<file path="config.mk">
export PLATFORM = sky130hd
export DESIGN_NAME = burst_addr_gen
export DESIGN_NICKNAME = d
export VERILOG_FILES = /design/src/rtl/burst_addr_pkg.sv /design/src/rtl/burst_base_reg.sv /design/src/rtl/burst_beat_ctr.sv /design/src/rtl/burst_order_map.sv /design/src/rtl/burst_addr_gen.sv
export SDC_FILE = /design/constraint.sdc
export NUM_CORES = 1
export LEC_CHECK = 0
export BUFFER_PORTS_ARGS = -buffer_cell sky130_fd_sc_hd__buf_2
export CAP_MARGIN = 20
export CORE_AREA = 2 2 47 49
export CTS_BUF_LIST = sky130_fd_sc_hd__clkbuf_4 sky130_fd_sc_hd__clkbuf_8 sky130_fd_sc_hd__clkbuf_16
export DETAILED_ROUTE_END_ITERATION = 12
export DIE_AREA = 0 0 49 51
export GPL_ROUTABILITY_DRIVEN = 0
export GPL_TIMING_DRIVEN = 0
export PLACE_DENSITY = 0.78
export SLEW_MARGIN = 25
export SYNTH_ARGS = -nofsm -noshare
export SYNTH_HDL_FRONTEND = slang
export SYNTH_SLANG_ARGS = --single-unit
</file>
<file path="constraint.sdc">
create_clock -name clk -period 0.96 [get_ports clk]
set_clock_uncertainty 0.1 [all_clocks]
set_input_delay 0 -clock clk [delete_from_list [all_inputs] [get_ports clk]]
set_output_delay 0 -clock clk [all_outputs]
set_load 0.005 [all_outputs]
</file>
<file path="src/rtl/burst_addr_pkg.sv">
// Package burst_addr_pkg
// Shared types for the burst address sequencer.
// Assumes: the mode input is encoded as 0 = linear, 1 = interleaved.
package burst_addr_pkg;

    typedef enum logic {
        ORD_LINEAR = 1'b0,
        ORD_XOR    = 1'b1
    } burst_order_e;

endpackage

</file>
<file path="src/rtl/burst_base_reg.sv">
// Module burst_base_reg
// Holds the start address of the current burst. It captures the external
// address on a load and clears it on reset.
// Assumes: the load strobe is already qualified by the controller.
module burst_base_reg #(
    parameter int ADDR_W = 16
) (
    input  logic              clk,
    input  logic              rst_n,
    input  logic              load_en,
    input  logic [ADDR_W-1:0] load_addr,
    output logic [ADDR_W-1:0] base_q
);

    // Capture the start address on load; clear it on reset.
    always_ff @(posedge clk) begin
        if (!rst_n) begin
            base_q <= '0;
        end else if (load_en) begin
            base_q <= load_addr;
        end
    end

endmodule

</file>
<file path="src/rtl/burst_beat_ctr.sv">
// Module burst_beat_ctr
// Beat number within the burst. A load restarts it at zero and an advance
// steps it by one, wrapping modulo 2^BEAT_W. Otherwise it holds.
// Assumes: the load has priority over the advance.
module burst_beat_ctr #(
    parameter int BEAT_W = 2
) (
    input  logic              clk,
    input  logic              rst_n,
    input  logic              load_en,
    input  logic              advance_en,
    output logic [BEAT_W-1:0] beat_q
);

    // Restart on load, step on advance, hold otherwise.
    always_ff @(posedge clk) begin
        if (!rst_n) begin
            beat_q <= '0;
        end else if (load_en) begin
            beat_q <= '0;
        end else if (advance_en) begin
            beat_q <= beat_q + 1'b1;
        end
    end

endmodule

</file>
<file path="src/rtl/burst_order_map.sv">
// Module burst_order_map
// Combines the start offset with the beat number into the low address bits.
// Linear order uses a modulo sum; interleaved order uses a bitwise XOR.
// Assumes: the mode is static during a burst. A change takes effect at once.
module burst_order_map
    import burst_addr_pkg::*;
#(
    parameter int BEAT_W = 2
) (
    input  logic [BEAT_W-1:0] start_lo,
    input  logic [BEAT_W-1:0] beat,
    input  burst_order_e      order,
    output logic [BEAT_W-1:0] offset_lo
);

    logic [BEAT_W-1:0] lin_lo;
    logic [BEAT_W-1:0] xor_lo;

    // Linear order: modulo sum wraps inside the aligned group.
    always_comb lin_lo = start_lo + beat;

    // Interleaved order: one XOR per address bit.
    for (genvar b = 0; b < BEAT_W; b++) begin : g_xor_bit
        always_comb xor_lo[b] = start_lo[b] ^ beat[b];
    end

    // Select the ordering picked by the mode input.
    always_comb offset_lo = (order == ORD_XOR) ? xor_lo : lin_lo;

endmodule

</file>
<file path="src/rtl/burst_addr_gen.sv">
// Module burst_addr_gen (top)
// Burst address sequencer. The upper address bits come straight from the
// loaded start address. The low BEAT_W bits follow the selected burst order
// as the beat counter advances.
// Assumes: load and advance strobes come from the memory controller;
// mode_interleave is static.
module burst_addr_gen
    import burst_addr_pkg::*;
#(
    parameter int ADDR_W = 16,
    parameter int BEAT_W = 2
) (
    input  logic              clk,
    input  logic              rst_n,
    input  logic              load_en,
    input  logic [ADDR_W-1:0] load_addr,
    input  logic              advance_en,
    input  logic              mode_interleave,
    output logic [ADDR_W-1:0] addr_out
);

    localparam int UPPER_W = ADDR_W - BEAT_W;

    logic [ADDR_W-1:0] base_q;
    logic [BEAT_W-1:0] beat_q;
    logic [BEAT_W-1:0] offset_lo;
    burst_order_e      order;

    // Map the raw mode pin onto the ordering type.
    always_comb order = burst_order_e'(mode_interleave);

    burst_base_reg #(.ADDR_W(ADDR_W)) u_base (
        .clk       (clk),
        .rst_n     (rst_n),
        .load_en   (load_en),
        .load_addr (load_addr),
        .base_q    (base_q)
    );

    burst_beat_ctr #(.BEAT_W(BEAT_W)) u_beat (
        .clk        (clk),
        .rst_n      (rst_n),
        .load_en    (load_en),
        .advance_en (advance_en),
        .beat_q     (beat_q)
    );

    burst_order_map #(.BEAT_W(BEAT_W)) u_map (
        .start_lo  (base_q[BEAT_W-1:0]),
        .beat      (beat_q),
        .order     (order),
        .offset_lo (offset_lo)
    );

    // Join the fixed upper field with the sequenced low bits.
    always_comb addr_out = {base_q[ADDR_W-1 -: UPPER_W], offset_lo};

endmodule

</file>
; ---- Word level (Yosys, flattened, before mapping)
; Cells that the tools add are included.
; W data, S select, Z words.
[classes]
addsub = 2
mux = 1
bitwise_logic = 3
reduce_logical = 1
[op_table]
columns = op, count
row1 = $add A2 B1 Y2 const B, 1
row2 = $add A2 B2 Y2, 1
row3 = $mux W2, 1
row4 = $reduce_or A2 Y1, 1
row5 = $xor A1 B1 Y1, 2
row6 = $not A1 Y1, 1
[word_totals]
register_bits = 18
input_bits = 21
out_inout_bits = 16
elab_cells = 9

; ---- Logic depth before layout (Yosys ltp)
[logic_depth]
depth_word = 2
mapped_depth = 4
ltp_nobuf = 3

; ---- Cells and area by module
; From an unflattened synthesis, not the netlist that was laid out.
[hier_totals]
hier_cells = 63
hier_area_um2 = 737.0
[modules_own_cells]
columns = module, n_inst, cells_each, area_each_um2, seq_area_each_um2
row1 = burst_base_reg, 1, 51, 615.6, 320.3
row2 = burst_beat_ctr, 1, 8, 85.1, 40.0
row3 = burst_order_map, 1, 4, 36.3, 0.0

; ---- Worst setup path before layout
; Ideal clock, no wire load.
[synth_timing]
kind = reg-to-output
start = register u_beat.beat_q[0]
end = output addr_out[1]
arrival_ps = 777
required_time_ps = 860
setup_slack_ps = 83
path_stages_with_launch = 4
cell_sequence = dfxtp_1 -> ha_1 -> nor2b_1 -> xnor2_1
[synth_between]
elab_chain_len = 2
[synth_rtl]
columns = element, line
row1 = "start, declared", burst_beat_ctr.sv:12  ; output logic [BEAT_W-1:0] beat_q
row2 = "start signal, assigned", burst_beat_ctr.sv:22  ; beat_q <= beat_q + 1'b1;
row3 = $add A2 B2 Y2, burst_order_map.sv:20  ; always_comb lin_lo = start_lo + beat;
row4 = $mux W2, burst_order_map.sv:28  ; always_comb offset_lo = (order == ORD_XOR) ? xor_lo : lin_lo;
row5 = "end, declared", burst_addr_gen.sv:19  ; output logic [ADDR_W-1:0] addr_out
; No other way between the ends.

; ---- Final worst setup path
[layout_timing]
start = register u_base.base_q[0]
end = output addr_out[1]
[layout_between]
elab_chain_len = 2
[layout_rtl]
columns = element, line
row1 = "start, declared", burst_base_reg.sv:12  ; output logic [ADDR_W-1:0] base_q
row2 = "start signal, assigned", burst_base_reg.sv:20  ; base_q <= load_addr;
row3 = $add A2 B2 Y2, burst_order_map.sv:20
row4 = $mux W2, burst_order_map.sv:28
; No other way between the ends.

==> summary.txt <==
GRT
  – GRT overflow: 0
  – Vias in the first global route: 725
  – First-pass GRT wire length: between 2000 and 3000 um
  – M3 GR Usage: 2.34%
  – GRT Max-Usage Layer: met2
  – GR Layer Usage met2: 31.5%
  – Initial antenna violation count: 0
  – Total track usage: 15.2%
  – Largest net degree at the start of global routing: 11
  – M1 GR Usage: 15.1%

Clocking
  – Root buffer cell: clkbuf_4
  – Clock sink total: 18
  – Skew-Pair Late Insertion Delay: around 0.28 ns
  – Clock buffer depth: 2
  – TritonCTS Buffers: 3
  – Clock slew at reported path FFs: 0.10 ns
  – H-Tree Depth: 1
  – CTS tree: yes

Detailed routing
  – DRC: 0
  – Antenna Violating Nets Remaining: 0
  – Initial drt markers: 2
  – Final WL: 1830 um
  – Via Count: roughly 700
  – Post-DR wirelength/cell: roughly 12 um
  – Drt pass-1 iters: 3
  – Vias/cell: about 4.4

Floorplanning
  – Die height: 51 um
  – Num rows: 17
  – Initial core utilization: 41.1%
  – Core Area: 2060 um^2
  – I/O pin count: 37
  – Die area: 2500 um^2
  – Die Wd: 49 um

Setup path
  – R2r setup slk: -0.09 ns
  – Setup crit start: u_base.base_q[0]$_SDFFE_PN0P_
  – Req. time, crit path: 0.86 ns
  – Critical R2R Launch: u_beat.beat_q[0]$_SDFFE_PP0P_
  – CP Max Fanout: 2
  – CP cell instances: ha_4 > nor2b_4 > xnor2_1 > buf_2
  – Critical Path Sink: addr_out[1]
  – Reg2Reg Capture Point: u_beat.beat_q[1]$_SDFFE_PP0P_
  – Worst EP arrival: 1.14 ns
  – Slowest cell on the critical path: dfxtp_2
  – R2R depth: 4
  – WS Path Type: flip-flop to primary output
  – CP endpoint kind: primary output
  – Startpoint Class: flip-flop
  – Critical Path Max Stage Delay: 0.36 ns

STA
  – Final WS setup: -0.280 ns
  – Slew @ Worst Pin: ~0.24 ns
  – Final Hold Fails: 5
  – Rel. slew slack: 83.8%
  – Final period util: 129%
  – Fin. max-slew vios: 0
  – Final setup violation count: 4
  – Min Tclk post-route: 1.24 ns
  – RSZ-0062 raised after global routing: yes
  – Hold slack: -0.0453 ns
  – Fmax: between 800 and 900 MHz

Outcome
  – Outcome: finished with violations
  – Failing checks: hold timing, setup timing

Run
  – Max-Cap Viols: 0

Placed design
  – DP Cell Count: 140
  – I/O Buffers: 35
  – Post-place setup slack: -0.0870 ns

Power and ir drop
  – Switching part of the total: 23.1%
  – Clock power frac: 23.3%
  – Internal cell power: 1.18 mW
  – Comb pwr share: between 20 and 25%
  – Psw: 0.355 mW
  – Flop pwr share: 53.5%
  – Pwr Density: about 1100 nW/um^2
  – Leakage Power: 0.634 nW
  – Max rail drop VDD: 934 uV

Final layout
  – Post-layout nets: 152
  – Layout cell share with drive strength beyond 1: 53.1%
  – Fillers: 183
  – Util after Layout: 65.5%
  – N_diodes: 0
  – Synth-to-Final Area Change: 59.5%
  – Post-Layout Cell Count: 156

Logic synthesis
  – Synth unique cells: 14
  – Seq/Total Area, Yosys: 42.5%
  – Synth warn: 0
  – Syn avg cell area: about 11 um^2
  – Mapped Cells: 77
  – Yosys reg bits: 18
  – Net Count, Synth: 99
  – Syn Std Cell Area: 847 um^2

Hold path
  – Hold path start: load_en
  – Worst hold path class: input port to flip-flop
-- metrics by stage --
| stage | total power [mW] | hold WS, ns | setup TNS (ns) | cell area, um^2 |
|---|---|---|---|---|
| 2_1_floorplan | 0.993 | 0.0239 | 0 | 847 |
| 3_3_place_gp | 1.08 | 0.155 | -0.0564 | 1060 |
| 3_5_place_dp | 1.09 | 0.167 | -0.0870 | 1060 |
| 4_1_cts | 1.52 | -0.0423 | -0.407 | 1300 |
| 5_1_grt | 1.62 | -0.00779 | -0.667 | 1350 |
| 6_report | 1.54 | -0.0453 | -0.477 | 1350 |
-- metal layers --
metal  part of all wire (%)  vias to the layer above
li1                       -                      340
met1                     38                      311
met2                     56                       28
met3                    5.6                        2
met4                   0.27                        0
met5                      0                        -
-- registers in the layout, indices dropped and copies added (netlist names) --
| name | count |
|---|---|
| u_base.base_q | 16 |
| u_beat.beat_q | 2 |
-- kinds of logic after synthesis --
kind of cell / count (synthesis) / synth area share (%)
AO/OA/AOI/OAI: 2 / 1.77
AND/OR/NAND/NOR: 20 / 15.5
multiplexers: 16 / 18.9
XOR/XNOR: 3 / 3.10
buffers and inverters: 17 / 16.7
adder cells (fa/ha/maj): 1 / 1.48
flip-flops: 18 / 42.5
-- power by group through the flow --
stage	Combinational (mW)	Sequential, mW	Clock [mW]
finish	0.357	0.824	0.358
floorplan	0.169	0.824	0
CTS	0.337	0.814	0.369
global placement	0.256	0.827	0
global route	0.389	0.830	0.400
detailed placement	0.265	0.830	0
-- what timing repair did --
item	in CTS	in global routing
endpoints found under the setup margin	2	14
hold endpoints to repair	18	2
resized for setup	7	25
hold buffers	18	1
pin swaps	1	3
buffers inserted	1	2
-- worst max-delay path: cells and delay by family, from the launching register on --
| family | cells | cell delay, ns |
|---|---|---|
| xor+xnor | 1 | 0.11 |
| fa+ha+maj | 1 | 0.13 |
| flops | 1 | 0.36 |
| simple gates | 1 | 0.13 |
| buf+inv | 1 | 0.13 |
-- cells in the final DEF (no fill, tap or decap) --
master         count
buf_4              7
a21oi_2            1
dfxtp_2           13
ha_4               1
mux2i_1           16
xnor2_1            2
nand3b_1           1
nor2b_1           16
nor2_1             1
nor2b_4            1
buf_2             24
clkbuf_4           3
nand2b_4           1
dfxtp_1            5
buf_6             14
dlygate4sd3_1     19
buf_12             1
xnor2_2            1
a21bo_2            1
-- cell usage after synthesis --
master	count	area (um^2)
a21bo_2	1	10.0
a21oi_1	1	5.00
buf_12	1	20.0
buf_2	1	5.00
buf_4	14	105
buf_6	1	11.3
dfxtp_1	18	360
ha_1	1	12.5
mux2i_1	16	160
nand2b_4	1	13.8
nand3b_1	1	7.51
nor2_1	1	3.75
nor2b_1	17	106
xnor2_1	3	26.3
-- final cells by class --
cell class | instances | area, um^2 | share of cell area [%]
well taps | 28 | 35.0 | 2.59
flip-flops and latches | 18 | 377 | 27.9
multi-input cells | 42 | 377 | 27.9
plain buffers | 8 | 73.8 | 5.46
clock buffers | 3 | 22.5 | 1.67
repair buffers | 57 | 467 | 34.5
-- worst min path at each step --
stage	to	cells past startpoint
after detailed placement	u_base.base_q[14]$_SDFFE_PN0P_	3
after floorplan	u_beat.beat_q[1]$_SDFFE_PP0P_	2
final	u_base.base_q[5]$_SDFFE_PN0P_	3
after CTS	u_base.base_q[13]$_SDFFE_PN0P_	3
after global routing	u_base.base_q[11]$_SDFFE_PN0P_	3
after global placement	u_base.base_q[3]$_SDFFE_PN0P_	3
Note: power is estimated with default switching activity, not from simulation.
